`config.mk`:
```
export PLATFORM = sky130hd
export DESIGN_NAME = vidInFormatter
export DESIGN_NICKNAME = d
export VERILOG_FILES = /design/src/rtl/vifPkg.sv /design/src/rtl/vifCtrl.sv /design/src/rtl/vifDatapath.sv /design/src/rtl/vidInFormatter.sv
export SDC_FILE = /design/constraint.sdc
export NUM_CORES = 1
export LEC_CHECK = 0
export BUFFER_PORTS_ARGS = -buffer_cell sky130_fd_sc_hd__buf_2
export CORE_UTILIZATION = 35
export DETAILED_ROUTE_END_ITERATION = 12
export HOLD_SLACK_MARGIN = 0.08
export SYNTH_ARGS = -nofsm -noshare
export SYNTH_HDL_FRONTEND = slang
export SYNTH_SLANG_ARGS = --single-unit
```
`constraint.sdc`:
```
create_clock -name clk -period 5.4 [get_ports clk]
set_input_delay 0.54 -clock clk [delete_from_list [all_inputs] [get_ports clk]]
set_output_delay 0.54 -clock clk [all_outputs]
set_load 0.02 [all_outputs]
```
`src/rtl/vifPkg.sv`:
```
package vifPkg;
  localparam int BUS_W   = 16;
  localparam int COMP_W  = 10;
  localparam int MODE_W  = 3;
  localparam int WCODE_W = 2;
  localparam int PH_W    = 2;

  localparam logic [MODE_W-1:0]  MODE_SD   = 3'b000;
  localparam logic [MODE_W-1:0]  MODE_SDR  = 3'b001;
  localparam logic [MODE_W-1:0]  MODE_DDR  = 3'b010;
  localparam logic [MODE_W-1:0]  MODE_ED54 = 3'b111;
  localparam logic [WCODE_W-1:0] WCODE_16  = 2'b01;
  localparam logic [WCODE_W-1:0] WCODE_10  = 2'b10;

  typedef enum logic [1:0] {FMT_8, FMT_10, FMT_16, FMT_RGB} busFmt_e;

  typedef struct packed {
    logic    lumaEn;
    logic    cbEn;
    logic    crEn;
    logic    rgbEn;
    busFmt_e fmt;
  } vifStrobe_t;
endpackage

```
`src/rtl/vifCtrl.sv`:
```
module vifCtrl
  import vifPkg::*;
(
  input  logic                clk,
  input  logic                rstN,
  input  logic                lineStart,
  input  logic [MODE_W-1:0]   modeSel,
  input  logic [WCODE_W-1:0]  widthSel,
  input  logic                rgbSel,
  output vifStrobe_t          strobe,
  output logic                extSyncReq,
  output logic                otherMode
);
  logic [MODE_W-1:0]  modeQ, effMode;
  logic [WCODE_W-1:0] widthQ, effWidth;
  logic               rgbQ, effRgb;
  logic [PH_W-1:0]    phaseQ, effPhase;
  busFmt_e            fmt;
  logic               sdEff;

  // configuration and phase restart on the line-start cycle itself
  always_comb begin
    effMode  = lineStart ? modeSel  : modeQ;
    effWidth = lineStart ? widthSel : widthQ;
    effRgb   = lineStart ? rgbSel   : rgbQ;
    effPhase = lineStart ? '0       : phaseQ;
  end

  always_ff @(posedge clk) begin
    if (!rstN) begin
      modeQ  <= MODE_SD;
      widthQ <= '0;
      rgbQ   <= 1'b0;
      phaseQ <= '0;
    end else begin
      modeQ  <= effMode;
      widthQ <= effWidth;
      rgbQ   <= effRgb;
      phaseQ <= effPhase + 1'b1;
    end
  end

  always_comb begin
    if (effRgb)                  fmt = FMT_RGB;
    else if (effWidth == WCODE_16) fmt = FMT_16;
    else if (effWidth == WCODE_10) fmt = FMT_10;
    else                         fmt = FMT_8;
  end

  assign sdEff = (effMode == MODE_SD);

  always_comb begin
    strobe = '0;
    strobe.fmt = fmt;
    if (sdEff) begin
      unique case (fmt)
        FMT_RGB: strobe.rgbEn = ~effPhase[0];
        FMT_16: begin
          strobe.lumaEn = ~effPhase[0];
          strobe.cbEn   = (effPhase == 2'd0);
          strobe.crEn   = (effPhase == 2'd2);
        end
        default: begin
          strobe.lumaEn = effPhase[0];
          strobe.cbEn   = (effPhase == 2'd0);
          strobe.crEn   = (effPhase == 2'd2);
        end
      endcase
    end
  end

  assign extSyncReq = (modeQ == MODE_SD) && (rgbQ || widthQ == WCODE_16);
  assign otherMode  = (modeQ == MODE_SDR) || (modeQ == MODE_DDR) || (modeQ == MODE_ED54);
endmodule

```
`src/rtl/vifDatapath.sv`:
```
module vifDatapath
  import vifPkg::*;
(
  input  logic              clk,
  input  logic              rstN,
  input  logic [BUS_W-1:0]  busIn,
  input  vifStrobe_t        strobe,
  output logic              pixValid,
  output logic [COMP_W-1:0] compA,
  output logic [COMP_W-1:0] compB,
  output logic [COMP_W-1:0] compC
);
  localparam int PAD8 = COMP_W - 8;

  logic [COMP_W-1:0] lumaWord, chromaWord;
  logic [COMP_W-1:0] gExp, bExp, rExp;

  always_comb begin
    unique case (strobe.fmt)
      FMT_10: begin
        lumaWord   = busIn[15:6];
        chromaWord = busIn[15:6];
      end
      FMT_16: begin
        lumaWord   = {busIn[15:8], {PAD8{1'b0}}};
        chromaWord = {busIn[7:0],  {PAD8{1'b0}}};
      end
      default: begin
        lumaWord   = {busIn[15:8], {PAD8{1'b0}}};
        chromaWord = {busIn[15:8], {PAD8{1'b0}}};
      end
    endcase
  end

  // packed 5-6-5 fields widened by repeating their top bits
  assign gExp = {busIn[10:5],  busIn[10:7]};
  assign bExp = {busIn[15:11], busIn[15:11]};
  assign rExp = {busIn[4:0],   busIn[4:0]};

  always_ff @(posedge clk) begin
    if (!rstN) begin
      pixValid <= 1'b0;
      compA    <= '0;
      compB    <= '0;
      compC    <= '0;
    end else begin
      pixValid <= strobe.lumaEn | strobe.rgbEn;
      if (strobe.rgbEn) begin
        compA <= gExp;
        compB <= bExp;
        compC <= rExp;
      end else begin
        if (strobe.lumaEn) compA <= lumaWord;
        if (strobe.cbEn)   compB <= chromaWord;
        if (strobe.crEn)   compC <= chromaWord;
      end
    end
  end
endmodule

```
`src/rtl/vidInFormatter.sv`:
```
module vidInFormatter
  import vifPkg::*;
(
  input  logic               clk,
  input  logic               rstN,
  input  logic [BUS_W-1:0]   busIn,
  input  logic               lineStart,
  input  logic [MODE_W-1:0]  modeSel,
  input  logic [WCODE_W-1:0] widthSel,
  input  logic               rgbSel,
  output logic               pixValid,
  output logic [COMP_W-1:0]  compA,
  output logic [COMP_W-1:0]  compB,
  output logic [COMP_W-1:0]  compC,
  output logic               extSyncReq,
  output logic               otherMode
);
  vifStrobe_t strobe;

  vifCtrl u_ctrl (
    .clk(clk), .rstN(rstN), .lineStart(lineStart), .modeSel(modeSel),
    .widthSel(widthSel), .rgbSel(rgbSel), .strobe(strobe),
    .extSyncReq(extSyncReq), .otherMode(otherMode)
  );

  vifDatapath u_dp (
    .clk(clk), .rstN(rstN), .busIn(busIn), .strobe(strobe),
    .pixValid(pixValid), .compA(compA), .compB(compB), .compC(compC)
  );
endmodule

```
# Word level (Yosys, flattened, before mapping)
# Cells that the tools add are included.
# op_classes
n_eq_ne	10
add_sub_neg	1
reduce_logical	10
n_bitwise	2
muxes	18
# ops
operator	n
$mux 10	6
$pmux 10 s2	1
$mux 2	5
$eq 2x2->1 const B	4
$eq 2x1->1 const B	3
$logic_not 3->1	2
$pmux 3 s2	1
$reduce_bool 2->1	3
$mux 4	1
$eq 3x1->1 const B	1
$eq 3x2->1 const B	1
$eq 3x3->1 const B	1
$logic_or 1x1->1	3
$mux 1	3
$mux 3	1
$add 2x1->2 const B	1
$logic_not 2->1	1
$logic_and 1x1->1	1
$not 1->1	1
$or 1x1->1	1
# totals
input_bits	25
word_cells	49
ff_bits	39
output_inout_bits	33

# Logic depth before layout (Yosys ltp)
# Gate-level depths: netlist (run 1).
# logic_depth
ltp_word	10
ltp_mapped	11
ltp_nobuf	10

# Hierarchy
# A second synthesis (run 1) with hierarchy kept.
# hier_totals
cells_unflattened	204
hier_area_um2	1910.6
# modules_own_cells
module	seq_area_each_um2	instances	cells_each	area_each_um2
vifDatapath	620.6	1	152	1410.1
vifCtrl	160.2	1	52	500.5

# Worst setup path before layout (run 1)
# Ideal clock, no wire load.
# synth_timing
path_type	in2reg
startpoint	in lineStart
endpoint	reg u_dp.compA[0]
setup_time_ns	0.072
t_required_ns	5.328
path_slack_ns	3.047
cell_stages	7
t_arrival_ns	2.281
path_buffers	0
path_cell_list	or2b_1 -> o32a_2 -> ha_1 -> or4_1 -> o211a_1 -> o32ai_2 -> mux2i_1
# synth_via
elab_chain_len	9
elab_cells_between_ends	21
classes_between	eq/ne: 5; mux: 13; bitwise: 1; reduce/logical: 2
# synth_lines
item	line_no	source
start: declaration	vidInFormatter.sv:7	input logic lineStart,
$mux 2	vifCtrl.sv:24	effWidth = lineStart ? widthSel : widthQ;
$eq 2x2->1	vifCtrl.sv:46	else if (effWidth == WCODE_10) fmt = FMT_10;
$mux 1	vifCtrl.sv:46	
$mux 2	vifCtrl.sv:45	else if (effWidth == WCODE_16) fmt = FMT_16;
$mux 2	vifCtrl.sv:44	if (effRgb) fmt = FMT_RGB;
$eq 2x2->1 / $eq 2x1->1 (equally long branches)	vifCtrl.sv:56, vifDatapath.sv:19	
$pmux 3 s2, or another cell as far along	vifCtrl.sv:56	unique case (fmt)
$mux 4 / $mux 10 (equally long branches)	vifCtrl.sv:55, vifDatapath.sv:53	
$reduce_bool 2->1 (no line) / $mux 10 (equally long branches)	-	
end signal: assignment	vifDatapath.sv:49	compA <= gExp;
end signal: assignment	vifDatapath.sv:53	if (strobe.lumaEn) compA <= lumaWord;
end: declaration	vifDatapath.sv:9	output logic [COMP_W-1:0] compA,
# Parallel ways exist; a longest one is shown, timed or not. The select of a mux whose other input is x is not followed.
# A chain may end at the register's enable or synchronous reset.

# Worst setup path after layout (run 1)
# layout_timing
startpoint	in lineStart
endpoint	reg u_dp.compA[1]
# The elaborated chain is that of the path after synthesis.

==> qor.yml, run 1 <==
power_and_ir_drop:
  pwr-share-comb: 0.269
  leakagePower_nw: 1.26
  p_sw_frac: 0.335
  p_int_mw: 0.470
  power_frac_seq: 0.456
  ir_worst_vdd_mv: 0.113
  p_switching_mw: 0.237
  power_frac_clock: 0.275
  powerDensity_nw_per_um2: 280
critical_path:
  endpoint_kind: "flip-flop"
  worstSetupEndpoint: "u_dp.compA[1]$_SDFFE_PN0P_"
  critPathLaunchType: "input pin"
  required_ps: 5620
  reg2reg_to: "u_dp.compA[1]$_SDFFE_PN0P_"
  ff2ff_setup_slack_ps: 2750
  critical_path_class: "input pin to flip-flop"
  crit_start: "lineStart"
  crit_path_max_fanout: 15
  arrival_ps: 2980
  reg2reg_depth: 7
  r2r_start: "u_ctrl.widthQ[1]$_SDFF_PN0_"
clock_tree:
  cts_resized: 0
  cts_buffer_depth: 2
  clock-sinks: 39
  worstSkewPairLatency_ps: 290
  cts_tree: "done"
  cts_setup_buffers: 0
  root_buffer: "clkbuf_8"
  cts_buffers: 5
  htree_levels: 2
  clk_pin_slew_ps: 70
  cts_hold_buf: 0
hold_path:
  hold_class: "flip-flop to flip-flop"
place:
  numPortBuffers: 57
  place_ws_ps: 2350
  dp_hpwl_um: 4050
  placed_area_um2: 2440
  gp_congestion: 0.828
yosys:
  synth-edff-count: 0
  yosys_most_used_dff: "dfxtp_1"
  yosys_warnings: 0
  avgSynthCellArea_um2: 9.50
  synth_cells: 225
  synth-seq-cells: 39
  syn_nets: 255
  seq_area_frac_synth: 0.365
  async_reset_ff_frac: 0
  netlist_area_um2: 2140
  synth_cell_types: 50
sta:
  slew_headroom: 0.294
  finalSetupTns_ps: 0
  max_freq_mhz: 362
  setup_viol: 0
  fin_crit_ps: 2760
  period_share: 0.511
  fin_worst_skew_ps: 8.74
  setup_slack_ps: 2640
  worst_pin_slew_ps: 1050
  hold_viol: 0
  rsz0062_at_grt: "no"
  maxSlewViolCount: 0
floorplan:
  dieArea_um2: 6420
  die_h_um: 80.1
  die_w_um: 80.1
  start_util: 0.361
  placementRows: 28
  ios: 58
  core_um2: 5920
global_routing:
  antenna_found_initial: 0
  grt_pass1_vias: 1735
  grt_use_total: 0.181
  overflow: 0
  grt_max_degree: 39
  grt_pass1_wl_um: 8970
run_status:
  outcome: "completed"
layout:
  final_cell_mix: "buf_2, dfxtp_1, nor2_1, nand3_1, mux2i_1"
  area_growth_syn_to_layout_pct: 18.1
  final_cell_area_um2: 2520
  layout_commonest_cell: "buf_2"
  num_antenna_cells: 0
  drive_above_1_share: 0.303
  fin_nets: 306
route:
  drc: 0
  wl_met1_um: 2780
  ant_nets: 0
  post_drt_wl_per_cell_um: 15.9
  wl_met2_um: 2430
  drt_pre_antenna_iters: 4
  top_layer: "met4"
  wl_um: 5600
  vias: 1928
  vias_per_cell: 5.48
  drt_iter0_drc: 141
  wl_met3_um: 335
flow_run:
  maxCapViolations: 0
==> metal layers <==
metal | vias up | track usage
met4 | 0 | 0.0429
met1 | 900 | 0.261
met5 | - | 0
met3 | 5 | 0.0477
li1 | 952 | -
met2 | 71 | 0.268
==> worst max-delay path: stages <==
cell	delay (ps)
buf_2	300
or2b_1	280
o32a_2	260
ha_1	360
or4_1	550
o211a_1	130
o32ai_2	300
mux2i_1	240
==> flip-flops by register name, indices dropped and copies added, names as in the netlist <==
name / count
u_dp.compA: 10
u_dp.compB: 10
u_dp.compC: 10
u_ctrl.modeQ: 3
u_ctrl.phaseQ: 2
u_ctrl.widthQ: 2
u_ctrl.rgbQ: 1
u_dp.pixValid: 1
==> stage by stage <==
step | total power, mW | instances | hold slack (ps) | util
floorplan | 0.462 | 225 | 476 | -
global placement | 0.516 | 344 | 449 | 0.412
detailed placement | 0.517 | 344 | 451 | 0.412
CTS | 0.712 | 352 | 470 | 0.426
global route | 0.746 | 352 | 482 | 0.426
finish | 0.707 | 352 | 467 | 0.426
==> cell usage after synthesis, types with 5 or more instances <==
library cell,instances,area share
a21oi_1,12,0.028
a221o_1,5,0.023
a22oi_1,8,0.028
and3_1,6,0.018
clkbuf_1,6,0.011
dfxtp_1,39,0.37
ha_1,5,0.029
inv_1,9,0.016
mux2i_1,13,0.061
nand2_1,5,0.0088
nand2b_1,5,0.015
nand3_1,15,0.035
nand3b_1,5,0.018
nor2_1,17,0.030
o211a_1,10,0.047
o211ai_1,6,0.021
o21ai_0,8,0.019
==> power groups by stage <==
stage | registers, mW | logic [mW] | clock network [mW]
after global routing | 0.325 | 0.207 | 0.213
after detailed placement | 0.329 | 0.188 | 0
final | 0.323 | 0.190 | 0.194
after CTS | 0.322 | 0.189 | 0.201
after global placement | 0.329 | 0.187 | 0
after floorplan | 0.350 | 0.112 | 0
==> layout make-up <==
type / count / area, µm²
fill: 576 / 3400
multi-input combinational: 163 / 1240
sequential: 39 / 781
timing repair buffer: 57 / 285
tap: 75 / 93.8
clock buffer: 6 / 72.6
inverter: 10 / 37.5
clock inverter: 2 / 12.5
==> worst min-delay path by stage <==
stage / start / endpoint / slack, ps / cells after the start
finish: u_dp.compB[1]$_SDFFE_PN0P_ / u_dp.compB[1]$_SDFFE_PN0P_ / 470 / 1
global route: u_dp.compA[0]$_SDFFE_PN0P_ / u_dp.compA[0]$_SDFFE_PN0P_ / 480 / 2
CTS: u_dp.compB[1]$_SDFFE_PN0P_ / u_dp.compB[1]$_SDFFE_PN0P_ / 470 / 1
detailed placement: u_dp.compB[1]$_SDFFE_PN0P_ / u_dp.compB[1]$_SDFFE_PN0P_ / 450 / 1
global placement: u_dp.compA[1]$_SDFFE_PN0P_ / u_dp.compA[1]$_SDFFE_PN0P_ / 450 / 2
floorplan: u_ctrl.widthQ[1]$_SDFF_PN0_ / u_ctrl.widthQ[1]$_SDFF_PN0_ / 480 / 2
==> cell families (layout without fill, tap and decap cells) <==
group           Yosys count  after routing  synth area share
compound gates           73             73             0.286
simple gates             72             72             0.205
buf+inv                  23             75            0.0533
flops                    39             39             0.365
fa+ha+maj                 5              5            0.0293
mux                      13             13            0.0609
(Power assumes the default switching activity.)
==> run 2, diff against run 1 <==
Settings changed: ABC_AREA set to 1.
Clock period 5.4 ns to 2.6 ns, I/O delays scaled along.
==> run 2 against run 1 <==
Against the previous run:
- sequential share of layout area fell by 1.0 points
- final cell count rose by 25%
- die area rose by 3.5%
- non-clock buffer count is 3 higher
- synthesized cell count increased by 40%
- wire length is 0.55% lower
- critical path type is now flip-flop to flip-flop
- critical endpoint is now u_dp.compB[3]$_SDFFE_PN0P_
- largest cell class unchanged
==> qor.yml, run 2 <==
place:
  place_ws_ps: 174
  dp_hpwl_um: 4100
  numPortBuffers: 57
  placed_area_um2: 2480
  gp_congestion: 0.852
yosys:
  ys_top_cells_by_area: "dfxtp_1, nand2_1, nand3_1"
  synth_top_cells_by_count: "nand2_1, nand3_1, dfxtp_1"
  netlist_area_um2: 2210
  synth_cells: 315
  yosys_warnings: 0
  synth_cell_types: 26
  async_reset_ff_frac: 0
  seq_area_frac_synth: 0.353
  yosys_most_used_dff: "dfxtp_1"
  synth_top_cell_by_area: "dfxtp_1"
  synth-seq-cells: 39
  syn_nets: 345
  synth_top_area_share: 0.353
  synth-edff-count: 0
  avgSynthCellArea_um2: 7.03
  yosysMostFrequentCell: "nand2_1"
route:
  drc: 0
  post_drt_wl_per_cell_um: 12.6
  drt_pre_antenna_iters: 4
  wl_um: 5560
  vias_per_cell: 4.83
  vias: 2127
  ant_nets: 0
  drt_iter0_drc: 108
sta:
  fin_crit_ps: 2250
  finalSetupTns_ps: 0
  setup_viol: 0
  worst_pin_slew_ps: 584
  rsz0062_at_grt: "no"
  max_freq_mhz: 445
  setup_slack_ps: 353
  slew_headroom: 0.610
  maxSlewViolCount: 0
  hold_viol: 0
  period_share: 0.864
  fin_worst_skew_ps: 9.21
  whs_ps: 168
critical_path:
  critical_path_class: "flip-flop to flip-flop"
  crit_slowest_cell: "ha_1"
  reg2reg_depth: 12
  endpoint_kind: "flip-flop"
  crit_path_max_fanout: 10
  ff2ff_setup_slack_ps: 350
  critPathLaunchType: "flip-flop"
  r2r_start: "u_ctrl.rgbQ$_SDFF_PN0_"
  required_ps: 2780
  arrival_ps: 2420
  cpMostUsedCell: "nand2_1"
  slowest_delay_ps: 510
  crit_chain: "inv_1 > nand2_1 > o21ai_2 > o21ai_0 > ha_1 > inv_1 > o21ai_0 > nand2_1 > nand2_1 > nand2_1 > nand2_1 > a21oi_1"
  reg2reg_to: "u_dp.compB[3]$_SDFFE_PN0P_"
clock_tree:
  cts_resized: 0
  clk_pin_slew_ps: 80
  cts_setup_buffers: 0
  cts_hold_buf: 0
  root_buffer: "clkbuf_8"
  cts_buffer_depth: 2
  htree_levels: 2
  cts_buffers: 5
  worstSkewPairLatency_ps: 300
  clock-sinks: 39
  cts_tree: "done"
hold_path:
  holdPathStages: 3
  hold_class: "input pin to flip-flop"
  holdPathEnd: "u_ctrl.phaseQ[1]$_SDFF_PN0_"
  hold_start: "rstN"
floorplan:
  die_h_um: 81.5
  dieArea_um2: 6650
  start_util: 0.367
  placementRows: 28
  die_w_um: 81.5
  core_um2: 6030
  ios: 58
global_routing:
  antenna_found_initial: 0
  grt_pass1_wl_um: 9160
  overflow: 0
  grt_max_degree: 55
  grt_pass1_vias: 1948
  grt_use_total: 0.180
layout:
  reg.largest.list: "u_dp.compA: 10 flops, u_dp.compB: 10 flops, u_dp.compC: 10 flops"
  layout_commonest_cell: "nand2_1"
  num_antenna_cells: 0
  final_cell_mix: "nand2_1, buf_2, nand3_1, dfxtp_1, a21oi_1"
  fin_nets: 394
  final_cell_area_um2: 2610
  area_growth_syn_to_layout_pct: 18.0
  drive_above_1_share: 0.263
power_and_ir_drop:
  p_int_mw: 1.13
  p_sw_frac: 0.307
  leakagePower_nw: 1.30
  p_switching_mw: 0.499
  power_frac_clock: 0.377
  pwr-share-comb: 0.228
  ir_worst_vdd_mv: 0.273
  power_mw: 1.63
  power_frac_seq: 0.395
  powerDensity_nw_per_um2: 622
run_status:
  outcome: "completed"
flow_run:
  maxCapViolations: 0
[run 2: changes by cell type after synthesis, moves of 5 or more]
cell      previous run  this run
inv_1                9        18
nand3_1             15        46
nand2b_1             5         0
and3_1               6         0
a21oi_1             12        30
a221o_1              5         0
nand3b_1             5         0
nand3_2              0        12
mux2i_1             13         0
nor2_1              17         7
o211a_1             10         0
a22oi_1              8         0
o211ai_1             6         0
nand2_1              5       112
[run 2: power by group through the flow]
stage,combinational (mW),clock (mW),sequential [mW]
floorplan,0.247,0,0.684
global placement,0.371,0,0.656
detailed placement,0.369,0,0.656
CTS,0.371,0.620,0.642
global route,0.416,0.647,0.646
finish,0.370,0.613,0.642
[run 2: routing by layer]
metal | global-route usage | share of wire | vias to the layer above
li1 | - | - | 1121
met1 | 0.246 | 0.50 | 966
met2 | 0.285 | 0.45 | 33
met3 | 0.0256 | 0.028 | 7
met4 | 0.0696 | 0.016 | 0
met5 | 0 | 0 | -
[run 2: cell type report]
type / count / area, µm²
clock buffers: 5 / 68.8
clock inverters: 3 / 67.6
fillers: 657 / 3410
inverters: 19 / 73.8
multi-input cells: 239 / 1220
flip-flops and latches: 39 / 781
well taps: 75 / 93.8
repair buffers: 60 / 308
[run 2: cells by family (layout without fill, tap and decap cells)]
group,Yosys count,after routing,synth area share
AOI/OAI and AO/OA,47,47,0.121
and+or+nand+nor,187,187,0.402
buffers and inverters,37,87,0.0961
adders and majority gates,5,5,0.0283
DFF,39,39,0.353
[run 2: worst max path at each step]
stage / start / slack (ps) / cells after the start / to
after global placement: lineStart / 200 / 12 / u_dp.compB[5]$_SDFFE_PN0P_
after global routing: u_ctrl.rgbQ$_SDFF_PN0_ / 150 / 12 / u_dp.compC[5]$_SDFFE_PN0P_
final: u_ctrl.rgbQ$_SDFF_PN0_ / 350 / 12 / u_dp.compB[3]$_SDFFE_PN0P_
after detailed placement: lineStart / 170 / 12 / u_dp.compB[3]$_SDFFE_PN0P_
after floorplan: lineStart / 690 / 13 / u_dp.compB[2]$_SDFFE_PN0P_
after CTS: u_ctrl.rgbQ$_SDFF_PN0_ / 390 / 12 / u_dp.compC[5]$_SDFFE_PN0P_
[run 2: critical path, delay by kind of cell (launching register included)]
family	cells	cell delay [ps]
compound gates	4	630
fa+ha+maj	1	510
buf+inv	2	250
flops	1	310
simple gates	5	410
[run 2: metrics by stage]
stage                     instances  utilization
after floorplan                 315            -
after global placement          432        0.411
after detailed placement        432        0.411
after CTS                       440        0.434
after global routing            440        0.434
final                           440        0.434
